File: src/rtl/wilk_conv_ctrl.sv
module wilk_conv_ctrl #(
  parameter int NCELL  = 65,
  parameter int CNT_W  = 12,
  parameter int MINRES = 7,
  parameter int MAXRES = 11
)(
  input  logic                      clk,
  input  logic                      rst_n,
  input  logic                      auto_en,
  input  logic                      trig,
  input  logic                      conv_cmd,
  input  logic [2:0]                res_sel,
  input  logic [NCELL-1:0]          cmp_fire,
  output logic [CNT_W-1:0]          tb_count,
  output logic                      busy,
  output logic                      done,
  output logic                      sat,
  output logic [CNT_W-1:0]          offset,
  output logic [NCELL*MAXRES-1:0]   cell_data
);
  localparam int BW = $clog2(MAXRES + 1);

  logic [CNT_W-1:0]  cnt, diff, mask;
  logic [BW-1:0]     bits_q, sel_bits;
  logic              mode_q, start, all_in, timeout;
  logic [NCELL-1:0]  fired, newfire;
  logic [MAXRES-1:0] code;
  logic [MAXRES-1:0] cell_q [NCELL];

  assign sel_bits = (int'(res_sel) > MAXRES - MINRES) ? BW'(MAXRES) : BW'(MINRES + int'(res_sel));
  assign start    = !busy && (auto_en ? trig : conv_cmd);
  assign diff     = cnt - offset;
  assign mask     = (CNT_W'(1) << bits_q) - CNT_W'(1);
  assign code     = MAXRES'((mode_q ? diff : cnt) & mask);
  assign newfire  = cmp_fire & ~fired;
  assign all_in   = &(fired | newfire);
  assign timeout  = (diff == mask);
  assign tb_count = cnt;

  for (genvar g = 0; g < NCELL; g++) begin : g_out
    assign cell_data[g*MAXRES +: MAXRES] = cell_q[g];
  end

  always_ff @(posedge clk or negedge rst_n) begin
    if (!rst_n) begin
      cnt    <= '0;
      busy   <= 1'b0;
      done   <= 1'b0;
      sat    <= 1'b0;
      offset <= '0;
      mode_q <= 1'b0;
      bits_q <= BW'(MAXRES);
      fired  <= '0;
      for (int i = 0; i < NCELL; i++) cell_q[i] <= '0;
    end else begin
      cnt  <= cnt + CNT_W'(1);
      done <= 1'b0;
      if (start) begin
        busy   <= 1'b1;
        offset <= cnt;
        mode_q <= auto_en;
        bits_q <= sel_bits;
        fired  <= '0;
        sat    <= 1'b0;
        for (int i = 0; i < NCELL; i++) cell_q[i] <= '0;
      end else if (busy) begin
        for (int i = 0; i < NCELL; i++) begin
          if (newfire[i])
            cell_q[i] <= code;
          else if (timeout && !fired[i])
            cell_q[i] <= MAXRES'(mask);
        end
        fired <= fired | newfire;
        if (all_in || timeout) begin
          busy <= 1'b0;
          done <= 1'b1;
          if (!all_in) sat <= 1'b1;
        end
      end
    end
  end
endmodule

File: config.mk
export PLATFORM = sky130hd
export DESIGN_NAME = wilk_conv_ctrl
export DESIGN_NICKNAME = d
export VERILOG_FILES = /design/src/rtl/wilk_conv_ctrl.sv
export SDC_FILE = /design/constraint.sdc
export NUM_CORES = 2
export LEC_CHECK = 0
export BUFFER_PORTS_ARGS = -buffer_cell sky130_fd_sc_hd__clkbuf_2
export CORE_AREA = 2 2 318 320
export CTS_BUF_LIST = sky130_fd_sc_hd__clkbuf_8
export CTS_CLUSTER_SIZE = 16
export DETAILED_ROUTE_END_ITERATION = 12
export DIE_AREA = 0 0 320 322
export SLEW_MARGIN = 20
export SYNTH_ARGS = -nofsm -noshare
export SYNTH_HDL_FRONTEND = slang
export SYNTH_SLANG_ARGS = --single-unit
export TNS_END_PERCENT = 5
File: constraint.sdc
create_clock -name clk -period 4.8 [get_ports clk]
set_input_delay 0.24 -clock clk [delete_from_list [all_inputs] [get_ports clk]]
set_output_delay 0.24 -clock clk [all_outputs]
set_load 0.01 [all_outputs]
# Word-level counts from Yosys, hierarchy flattened
# Index checks and enable logic that the tools add are counted.
[op_classes]
n_addsub = 4
n_mul = 0
n_div = 0
order_cmp = 1
n_eq_ne = 2
shifts = 1
n_mux = 147
bitwise_logic = 4
reduce_logical = 267
[op_table]
columns = ["cell", "n"]
rows = [
  ["$mux W11", 131],
  ["$mux W715", 2],
  ["$reduce_bool A3 Y1", 65],
  ["$mux W65", 2],
  ["$reduce_and A2 Y1", 65],
  ["$logic_and A1 B1 Y1", 66],
  ["$logic_not A1 Y1", 66],
  ["$and A65 B65 Y65", 1],
  ["$not A65 Y65", 1],
  ["$or A65 B65 Y65", 1],
  ["$reduce_and A65 Y1", 1],
  ["$add A12 B1 Y12 const B", 1],
  ["$eq A12 B12 Y1", 1],
  ["$shl A1 B4 Y12 const A", 1],
  ["$sub A12 B12 Y12", 1],
  ["$sub A12 B2 Y12 const B", 1],
  ["$and A11 B11 Y11", 1],
  ["$mux W1", 11],
  ["$add A3 B3 Y4 const A", 1],
  ["$mux W4", 1],
  ["$reduce_bool A2 Y1", 2],
  ["$gt A3 B3 Y1 const B", 1],
  ["$reduce_and A3 Y1", 1],
  ["$ne A2 B2 Y1 const B", 1],
  ["$logic_or A1 B1 Y1", 1],
]
[totals]
ff_bits = 812
latchBits = 0
ramBits = 0
rom_bits = 0
inputBits = 73
out_inout_bits = 742
elab_cells = 499
memories = 0

# Depth between registers and ports, before layout
# Gate-level depths: netlist (run 1).
[logic_depth]
word_depth = 8
depth_mapped = 18
mapped_depth_nobuf = 13

# Least setup slack after synthesis (run 1)
# No wires, ideal clock.
[synth_path]
kind = "reg-to-reg"
startpoint = "register cnt[0], in the netlist tb_count[0]"
endpoint = "register cell_q, in the netlist cell_data[242]"
setup_ns = 0.130
t_arrival_ns = 3.795
required_ns = 4.670
path_slack_ns = 0.875
path_stages_with_launch = 16
n_path_buf = 2
synth_period_minus_slack_ns = 3.925
cell_sequence = "dfrtp_1 -> inv_1 -> ha_1 -> inv_1 -> fa_1 -> a211o_1 -> a21o_1 -> o21a_1 -> xnor3_1 -> a211oi_2 -> clkbuf_1 -> o21bai_1 -> o31a_1 -> or2_2 -> buf_2 -> o2bb2ai_1"
[synth_between]
elab_chain_len = 6
word_cells_on_any_way = 10
cone_classes = "1 x add/sub; 1 x eq/ne; 4 x mux; 1 x bitwise; 3 x reduce/logical"
[synth_lines]
columns = ["item", "line", "text"]
rows = [
  ["start, declared", "23", "logic [CNT_W-1:0] cnt, diff, mask;"],
  ["start signal, assigned", "56", "cnt <= cnt + CNT_W'(1);"],
  ["parallel branches: the longest is 6 deep, another holds $sub A12 B12 Y12", "n/a", ""],
  ["end signal, assigned by index", "69", "cell_q[i] <= code;"],
  ["end signal, assigned by index", "71", "cell_q[i] <= MAXRES'(mask);"],
  ["end, declared", "28", "logic [MAXRES-1:0] cell_q [NCELL];"],
]
# Several ways; the timed one is not identified. The select of a mux whose other input is x is not followed.
# A chain may end at the register's enable or synchronous reset.

# Worst setup path after layout (run 1)
[layout_path]
startpoint = "register bits_q[3]"
endpoint = "register cell_q, in the netlist cell_data[159]"
[layout_between]
elab_chain_len = 6
word_cells_on_any_way = 11
cone_classes = "1 x add/sub; 1 x eq/ne; 1 x shift; 4 x mux; 1 x bitwise; 3 x reduce/logical"
[layout_lines]
columns = ["item", "line", "text"]
rows = [
  ["start, declared", "24", "logic [BW-1:0] bits_q, sel_bits;"],
  ["start signal, assigned", "52", "bits_q <= BW'(MAXRES);"],
  ["start signal, assigned", "62", "bits_q <= sel_bits;"],
  ["$shl A1 B4 Y12 *", "33", "assign mask = (CNT_W'(1) << bits_q) - CNT_W'(1);"],
  ["$sub A12 B2 Y12 *", "33", ""],
  ["$eq A12 B12 Y1, or another cell as far along", "37", "assign timeout = (diff == mask);"],
  ["$logic_and A1 B1 Y1 / $mux W11 (equally long branches)", "70, 68", ""],
  ["$reduce_bool A3 Y1 (no source line) / $mux W715 (equally long branches)", "n/a", ""],
  ["$reduce_and A2 Y1 (no source line) / $mux W715 (equally long branches)", "n/a", ""],
]
# Every way passes the cells marked *; elsewhere a longest branch is shown, timed or not. The select of a mux whose other input is x is not followed.

==> qor.csv, run 1 <==
stage;metric;value;unit
yosys;post-synthesis cell type count;58;
timing;unrepaired setup endpoints after global routing;false;
clock_tree;clk slew on worst S/H paths;60;ps
critical_path;r2r endpoint;cell_data[159];
yosys;Post-Syn Area;37370;µm²
yosys;main flop type after synthesis;dfrtp_1;
critical_path;WS Path Type;reg -> reg;
timing;Max Slew Vio Count;0;
drt;remaining antenna violation count;0;
timing;min Tclk post-route;4425;ps
cells_and_area;synthesis-to-layout area growth;25.61;%
timing;Final setup viols;0;
drt;Initial DRC Count;3325;
floorplanning;die area;103000;µm²
critical_path;Buf/Inv on CP;1;
global_route;first-pass GRT wire length;246100;µm
floorplanning;starting density of the core;0.3754;
clock_tree;root buf cell;clkbuf_8;
critical_path;reg-to-reg startpoint;bits_q[3];
critical_path;Critical Path RT;5490;ps
clock_tree;CTS tree;built;
clock_tree;TritonCTS buffer count;145;
yosys;post-synthesis cell count;3549;
floorplanning;CORE AREA;99570;µm²
floorplanning;io pins;815;
yosys;Mean Syn Cell Area;10.53;µm²
drt;DR WL/cell;29.56;µm
power;Tot Pwr;34.42;mW
cells_and_area;Final Cell Area;46950;µm²
global_route;vias in the first global route;34238;
placement;Detail Placement HPWL;109300;µm
clock_tree;Sink Count;812;
power;Power Density;733.1;nW/µm²
clock_tree;Longest Clk Path Bufs;3;
timing;clock skew;42.13;ps
clock_tree;CTS H-tree depth;4;
critical_path;Crit. Startpoint;bits_q[3];
power;leakage power;21.63;nW
yosys;register area share after synthesis;0.5438;
yosys;Synth top area share;0.5417;
critical_path;Worst path max stage delay;780;ps
timing;Worst slew margin;0.2815;
global_route;largest net degree at the start of global routing;124;
critical_path;critical path fanouts, max;26;
yosys;Yosys warning total;0;
cells_and_area;nets@finish;4455;
critical_path;worst reg-to-reg path cell count;13;
job;max cap viols;0;
critical_path;slowest library cell on the worst path;dfstp_2;
critical_path;cell family with most CP delay;compound AO/OA/AOI/OAI gates;
worst_hold_path;hold crit path type;in -> async;
outcome;status;finished, final reports clean;
placement;number of buffers added on ports;814;
critical_path;startpoint types;flop;
placement;Final GP Congestion;0.8348;
cells_and_area;layout cells sized above 1;0.2809;
drt;via density per instance;6.116;
yosys;syn_nets;3639;
drt;DRC;0;
yosys;cell accounting for the most synthesized area;dfrtp_1;
timing;Achievable Freq;226.0;MHz
timing;Fin. Hold Viols;0;
critical_path;critical-path cell list;nor2_1, nand3b_1, ha_1, nor3_1, mux2i_1, a2bb2oi_1, xnor2_1, nor4_1, o211ai_1, buf_12, o31a_1, or2_0, o2bb2ai_1;
critical_path;Critical Path End Type;flop;
floorplanning;die width;320;µm
placement;placed cell count;5441;
drt;TritonRoute pass-1 iters;6;
drt;vias;35381;
cells_and_area;Finished Layout Cells;5785;
global_route;initial antenna violation count;22;
drt;final wirelength;171000;µm
yosys;Post-synth EDFFs;0;
global_route;Overflow after GRT;0;
critical_path;WP data arrival;5120;ps
yosys;top post-synthesis cells by area;dfrtp_1 54%, o2bb2ai_1 15%, o21ai_0 9.4%;
floorplanning;Die H;322;µm
power;peak supply drop;0.4935;mV
global_route;Total GRT Usage;0.3229;
critical_path;r2r setup slk;370;ps
timing;Worst Tran Pin Value;1078;ps
floorplanning;Site Rows;116;
placement;DP Worst Slack;462.9;ps
timing;final clock period utilization by the worst path;0.9219;
clock_tree;worst skew pair latency;840;ps
yosys;fraction of registers with async set/reset;1.000;
placement;placed inst area;43260;µm²
yosys;FF+latch count, synth;812;
timing;Final WS setup;374.8;ps
timing;setup TNS;0;ps
==> cells in the final DEF, fill, tap and decap left out, types with 6 or more instances in the layout <==
master	instances
and2_1	28
buf_4	155
nor2_4	7
dlygate4sd3_1	75
clkbuf_8	184
or2_0	10
o21a_1	43
o2bb2ai_1	650
a2bb2oi_1	40
or2_2	16
diode_2	12
o21ai_0	697
nor3b_1	39
dfrtp_1	808
ha_1	16
inv_1	70
nor2_1	147
a22o_1	26
nand2b_1	65
o21bai_1	66
clkbuf_2	813
xnor2_1	23
a211oi_1	66
a21oi_1	79
nand3_1	7
buf_12	19
nand2_1	91
o21ai_1	11
xor2_1	7
or3_1	28
mux2_4	6
nor4_1	57
clkinv_2	13
clkinvlp_4	6
o31a_1	26
==> cells by family (layout without fill, tap and decap cells) <==
| kind of cell | Yosys count | count (layout) | synth area share |
|---|---|---|---|
| AO/OA/AOI/OAI | 1733 | 1733 | 0.3212 |
| XOR/XNOR | 31 | 31 | 0.007633 |
| adder cells (fa/ha/maj) | 17 | 17 | 0.005892 |
| buffers and inverters | 416 | 1342 | 0.04446 |
| flip-flops | 812 | 812 | 0.5438 |
| multiplexers | 14 | 14 | 0.004084 |
| other | 0 | 12 | 0 |
| AND/OR/NAND/NOR | 526 | 526 | 0.07291 |
==> state kept, by name, summed over array words and instances (netlist names) <==
register	flops
cell_data	715
fired	65
offset	12
tb_count	12
bits_q	4
busy	1
done	1
mode_q	1
sat	1
==> cells in the mapped netlist, types with 31 or more instances <==
library cell and instances:
o21a_1 44, o21ai_0 699, a211oi_1 66, o2bb2ai_1 650, nor2_1 154, and2_1 31
clkbuf_1 315, a21oi_1 82, nor3b_1 39, dfrtp_1 809, a2bb2oi_1 40, buf_2 65
nand2b_1 65, nor4_1 58, o21bai_1 66, nand2_1 93
==> worst max path at each step <==
stage,endpoint,cells past startpoint
after floorplan,cell_data[242],15
after CTS,cell_data[178],13
after global routing,cell_data[162],13
final,cell_data[159],13
after detailed placement,cell_data[608],14
after global placement,cell_data[527],13
==> cell type report <==
class,count,area (µm²)
clock buffer,184,2532
tap,1298,1624
inverter,22,83.83
timing repair buffer,1063,6379
antenna,12,30.03
multi-input combinational,2321,15600
sequential,812,20330
fill,9395,52620
clock inverter,73,367.9
==> through the flow <==
stage / utilization / hold WS [ps]
6_report: 0.4715 / 105.0
5_1_grt: 0.4713 / 118.7
4_1_cts: 0.4711 / 50.42
3_5_place_dp: 0.4345 / 403.7
3_3_place_gp: 0.4345 / 390.0
2_1_floorplan: - / -55.59
==> per-layer routing <==
metal / vias up / track usage / wire length [µm]
met5: - / 0 / 132
met3: 398 / 0.08897 / 16380
met4: 20 / 0.1412 / 7359
met1: 17902 / 0.4223 / 68820
met2: 2046 / 0.5014 / 78340
li1: 15015 / - / -
==> worst register-to-register path, cell delays in order (launching register included) <==
cell,delay (ps)
dfstp_2,780
nor2_1,170
nand3b_1,120
ha_1,370
nor3_1,110
mux2i_1,150
a2bb2oi_1,360
xnor2_1,130
nor4_1,350
o211ai_1,280
buf_12,250
o31a_1,510
or2_0,490
o2bb2ai_1,220
==> where the power goes <==
group / internal, mW / switching (mW) / leakage, nW
combinational: 5.86 / 10.1 / 9.90
sequential: 9.65 / 2.17 / 10.1
clock: 3.50 / 3.12 / 1.67
total: 19.0 / 15.4 / 21.6
==> repair_timing <==
item,4_1_cts,5_1_grt
hold buffers,75,0
resized for setup,0,1
setup buffers,0,0
setup endpoints to repair,0,45
endpoints found under the hold margin,712,0
Power figures use the tool's default switching activity.
==> run 2: changes to the inputs <==
Settings changed: GPL_TIMING_DRIVEN from default to 0.
==> run 2 against run 1 <==
Against the previous run:
- sequential power about the same
- core utilization up 0.38 points
- flip-flop and latch count stayed put
- total power is 0.97% higher
- first-iteration DRC count grew 4.8%
- global-route usage is 1.8 points higher
==> qor.csv, run 2 (synthesized netlist as in run 1, its figures left out) <==
stage;metric;value;unit;change
outcome;status;finished, final reports clean;;
critical_path;r2r setup slk;120;ps;-250 ps
critical_path;cell repeated most along the worst path;buf_2;;
drt;DR WL/cell;29.94;µm;+1.3%
power;Comb pwr share;0.467;;+0.003
drt;TritonRoute pass-1 iters;5;;-1
drt;remaining antenna violation count;0;;unchanged
placement;Detail Placement HPWL;127400;µm;+17%
power;leakage power;21.45;nW;-0.82%
timing;unrepaired setup endpoints after global routing;true;;
floorplanning;die area;103000;µm²;unchanged
clock_tree;Sink Count;812;;unchanged
floorplanning;CORE AREA;99570;µm²;unchanged
critical_path;startpoint types;flop;;
cells_and_area;final core utilization;0.4753;;+0.003770
timing;Fin. Hold Viols;0;;unchanged
power;Sw Share;0.4553;;+0.007487
cells_and_area;max reg flops;715;;unchanged
global_route;Overflow after GRT;0;;unchanged
cells_and_area;most frequent cells in the layout;847 x clkbuf_2, 809 x dfrtp_1, 699 x o21ai_0;;
drt;final wirelength;180400;µm;+5.5%
cells_and_area;nets@finish;4691;;+5.3%
floorplanning;io pins;815;;unchanged
clock_tree;clk slew on worst S/H paths;60;ps;about the same
clock_tree;Longest Clk Path Bufs;3;;unchanged
global_route;first-pass GRT wire length;256500;µm;+4.2%
placement;placed inst area;43390;µm²;+0.31%
clock_tree;CTS tree;built;;
critical_path;worst reg-to-reg path cell count;18;;+5
critical_path;reg-to-reg startpoint;bits_q[1];;
critical_path;critical-path cell list;clkbuf_1, nor4_1, inv_1, ha_1, clkbuf_2, nor2_1, a32oi_1, mux2i_2, xor2_1, xnor2_1, o211ai_1, buf_6, buf_2, buf_2, nor4_1, o21ai_1, buf_2, o2bb2ai_1;;
clock_tree;TritonCTS buffer count;144;;-0.69%
worst_hold_path;Hold Path End;mode_q;;
power;Power Internal;18.93;mW;-0.40%
timing;Worst Tran Pin Value;1393;ps;+315.3 ps
job;max cap viols;0;;unchanged
timing;Final setup viols;0;;unchanged
power;peak supply drop;0.3782;mV;-23%
timing;clock skew;50.65;ps;+8.515 ps
power;Power Density;734.4;nW/µm²;+0.17%
floorplanning;Site Rows;116;;unchanged
worst_hold_path;HP Start;trig;;
power;clock power share;0.193;;about the same
cells_and_area;commonest non-fill, non-tap cell in the layout;clkbuf_2;;
placement;Final GP Congestion;0.8762;;+5.0%
timing;Worst slew margin;0.06270;;-0.2188
timing;Achievable Freq;213.8;MHz;-5.4%
clock_tree;CTS H-tree depth;4;;unchanged
cells_and_area;Final Cell Area;47320;µm²;+0.80%
worst_hold_path;worst hold stages;4;;
timing;min Tclk post-route;4678;ps;+252.9 ps
global_route;initial antenna violation count;27;;+23%
timing;Final WS setup;122.0;ps;-252.9 ps
cells_and_area;layout cells sized above 1;0.2563;;-0.02458
timing;Final Hold Slack;206.5;ps;+101.5 ps
drt;vias;36189;;+2.3%
clock_tree;worst skew pair latency;850;ps;about the same
critical_path;slowest library cell on the worst path;nor4_1;;
critical_path;Critical Path End Type;flop;;
floorplanning;Die H;322;µm;unchanged
worst_hold_path;hold crit path type;in -> reg;;
global_route;vias in the first global route;35649;;+4.1%
power;Flop pwr share;0.340;;-0.003
critical_path;Worst path max stage delay;410;ps;-370 ps
global_route;largest net degree at the start of global routing;91;;-27%
clock_tree;root buf cell;clkbuf_8;;
floorplanning;die width;320;µm;unchanged
drt;Initial DRC Count;3486;;+4.8%
drt;via density per instance;6.004;;-1.8%
placement;DP Worst Slack;-603.3;ps;-1066 ps
timing;final clock period utilization by the worst path;0.9746;;+0.05268
critical_path;WP data arrival;5420;ps;+300 ps
critical_path;critical path fanouts, max;11;;-58%
global_route;Total GRT Usage;0.3412;;+0.01830
critical_path;r2r endpoint;cell_data[496];;
critical_path;WS Path Type;reg -> reg;;
power;Switch Pwr;15.82;mW;+2.7%
timing;Max Slew Vio Count;0;;unchanged
placement;number of buffers added on ports;814;;unchanged
critical_path;Critical Path RT;5540;ps;+50 ps
cells_and_area;synthesis-to-layout area growth;26.61;%;
floorplanning;starting density of the core;0.3754;;unchanged
drt;DRC;0;;unchanged
-- run 2: routing by layer --
layer	share of wire	GRT usage	routed length, µm	up-vias
met5	0.00093	0	167	-
met4	0.051	0.1664	9119	20
met3	0.094	0.09526	17010	466
met2	0.46	0.5347	82760	2036
met1	0.40	0.4346	71370	18135
li1	-	-	-	15532
-- run 2: power groups by stage --
stage,combinational [mW],sequential [mW],clock [mW]
2_1_floorplan,7.50,12.4,0
3_3_place_gp,15.6,11.8,0
3_5_place_dp,15.9,11.8,0
4_1_cts,16.0,11.7,6.75
5_1_grt,17.4,12.0,7.04
6_report,16.2,11.8,6.70
-- run 2: worst max-delay path, delay by kind of cell, from the launching register on --
| kind | cells | cell delay (ps) |
|---|---|---|
| compound gates | 4 | 830 |
| xor+xnor | 2 | 330 |
| fa+ha+maj | 1 | 240 |
| buf+inv | 7 | 1800 |
| flops | 1 | 390 |
| mux | 1 | 320 |
| simple gates | 3 | 650 |
-- run 2: cell type report --
class	count	area (µm²)
Tap cell	1298	1624
Antenna cell	20	50.05
Inverter	22	82.58
Timing Repair Buffer	907	5189
Multi-Input combinational cell	2321	15500
Fill cell	9639	52250
Clock buffer	187	2574
Buffer	393	1628
Sequential cell	812	20320
Clock inverter	67	351.6
-- run 2: what timing repair did --
action | CTS | global route
gates cloned | 0 | 0
hold buffers | 76 | 0
setup endpoints to repair | 470 | 437
buffers inserted | 2 | 5
resized for setup | 13 | 35
endpoints found under the hold margin | 497 | 0
pin swaps | 1 | 0
-- run 2: how the worst max path moves through the flow --
| stage | from | to | slack (ps) |
|---|---|---|---|
| after floorplan | tb_count[0] | cell_data[242] | 880 |
| after global placement | rst_n | cell_data[51] | -16970 |
| after detailed placement | bits_q[1] | cell_data[50] | -600 |
| after CTS | bits_q[1] | cell_data[408] | -10 |
| after global routing | bits_q[1] | cell_data[42] | -50 |
| final | bits_q[1] | cell_data[496] | 120 |
-- run 2: metrics by stage --
| stage | std cells | TNS (ps) | power [mW] |
|---|---|---|---|
| global placement | 5661 | - | 27.44 |
| finish | 6027 | 0 | 34.75 |
| floorplan | 3549 | 0 | 19.88 |
| detailed placement | 5671 | -187980 | 27.66 |
| global route | 6015 | -609.2 | 36.44 |
| CTS | 6002 | -11.65 | 34.51 |
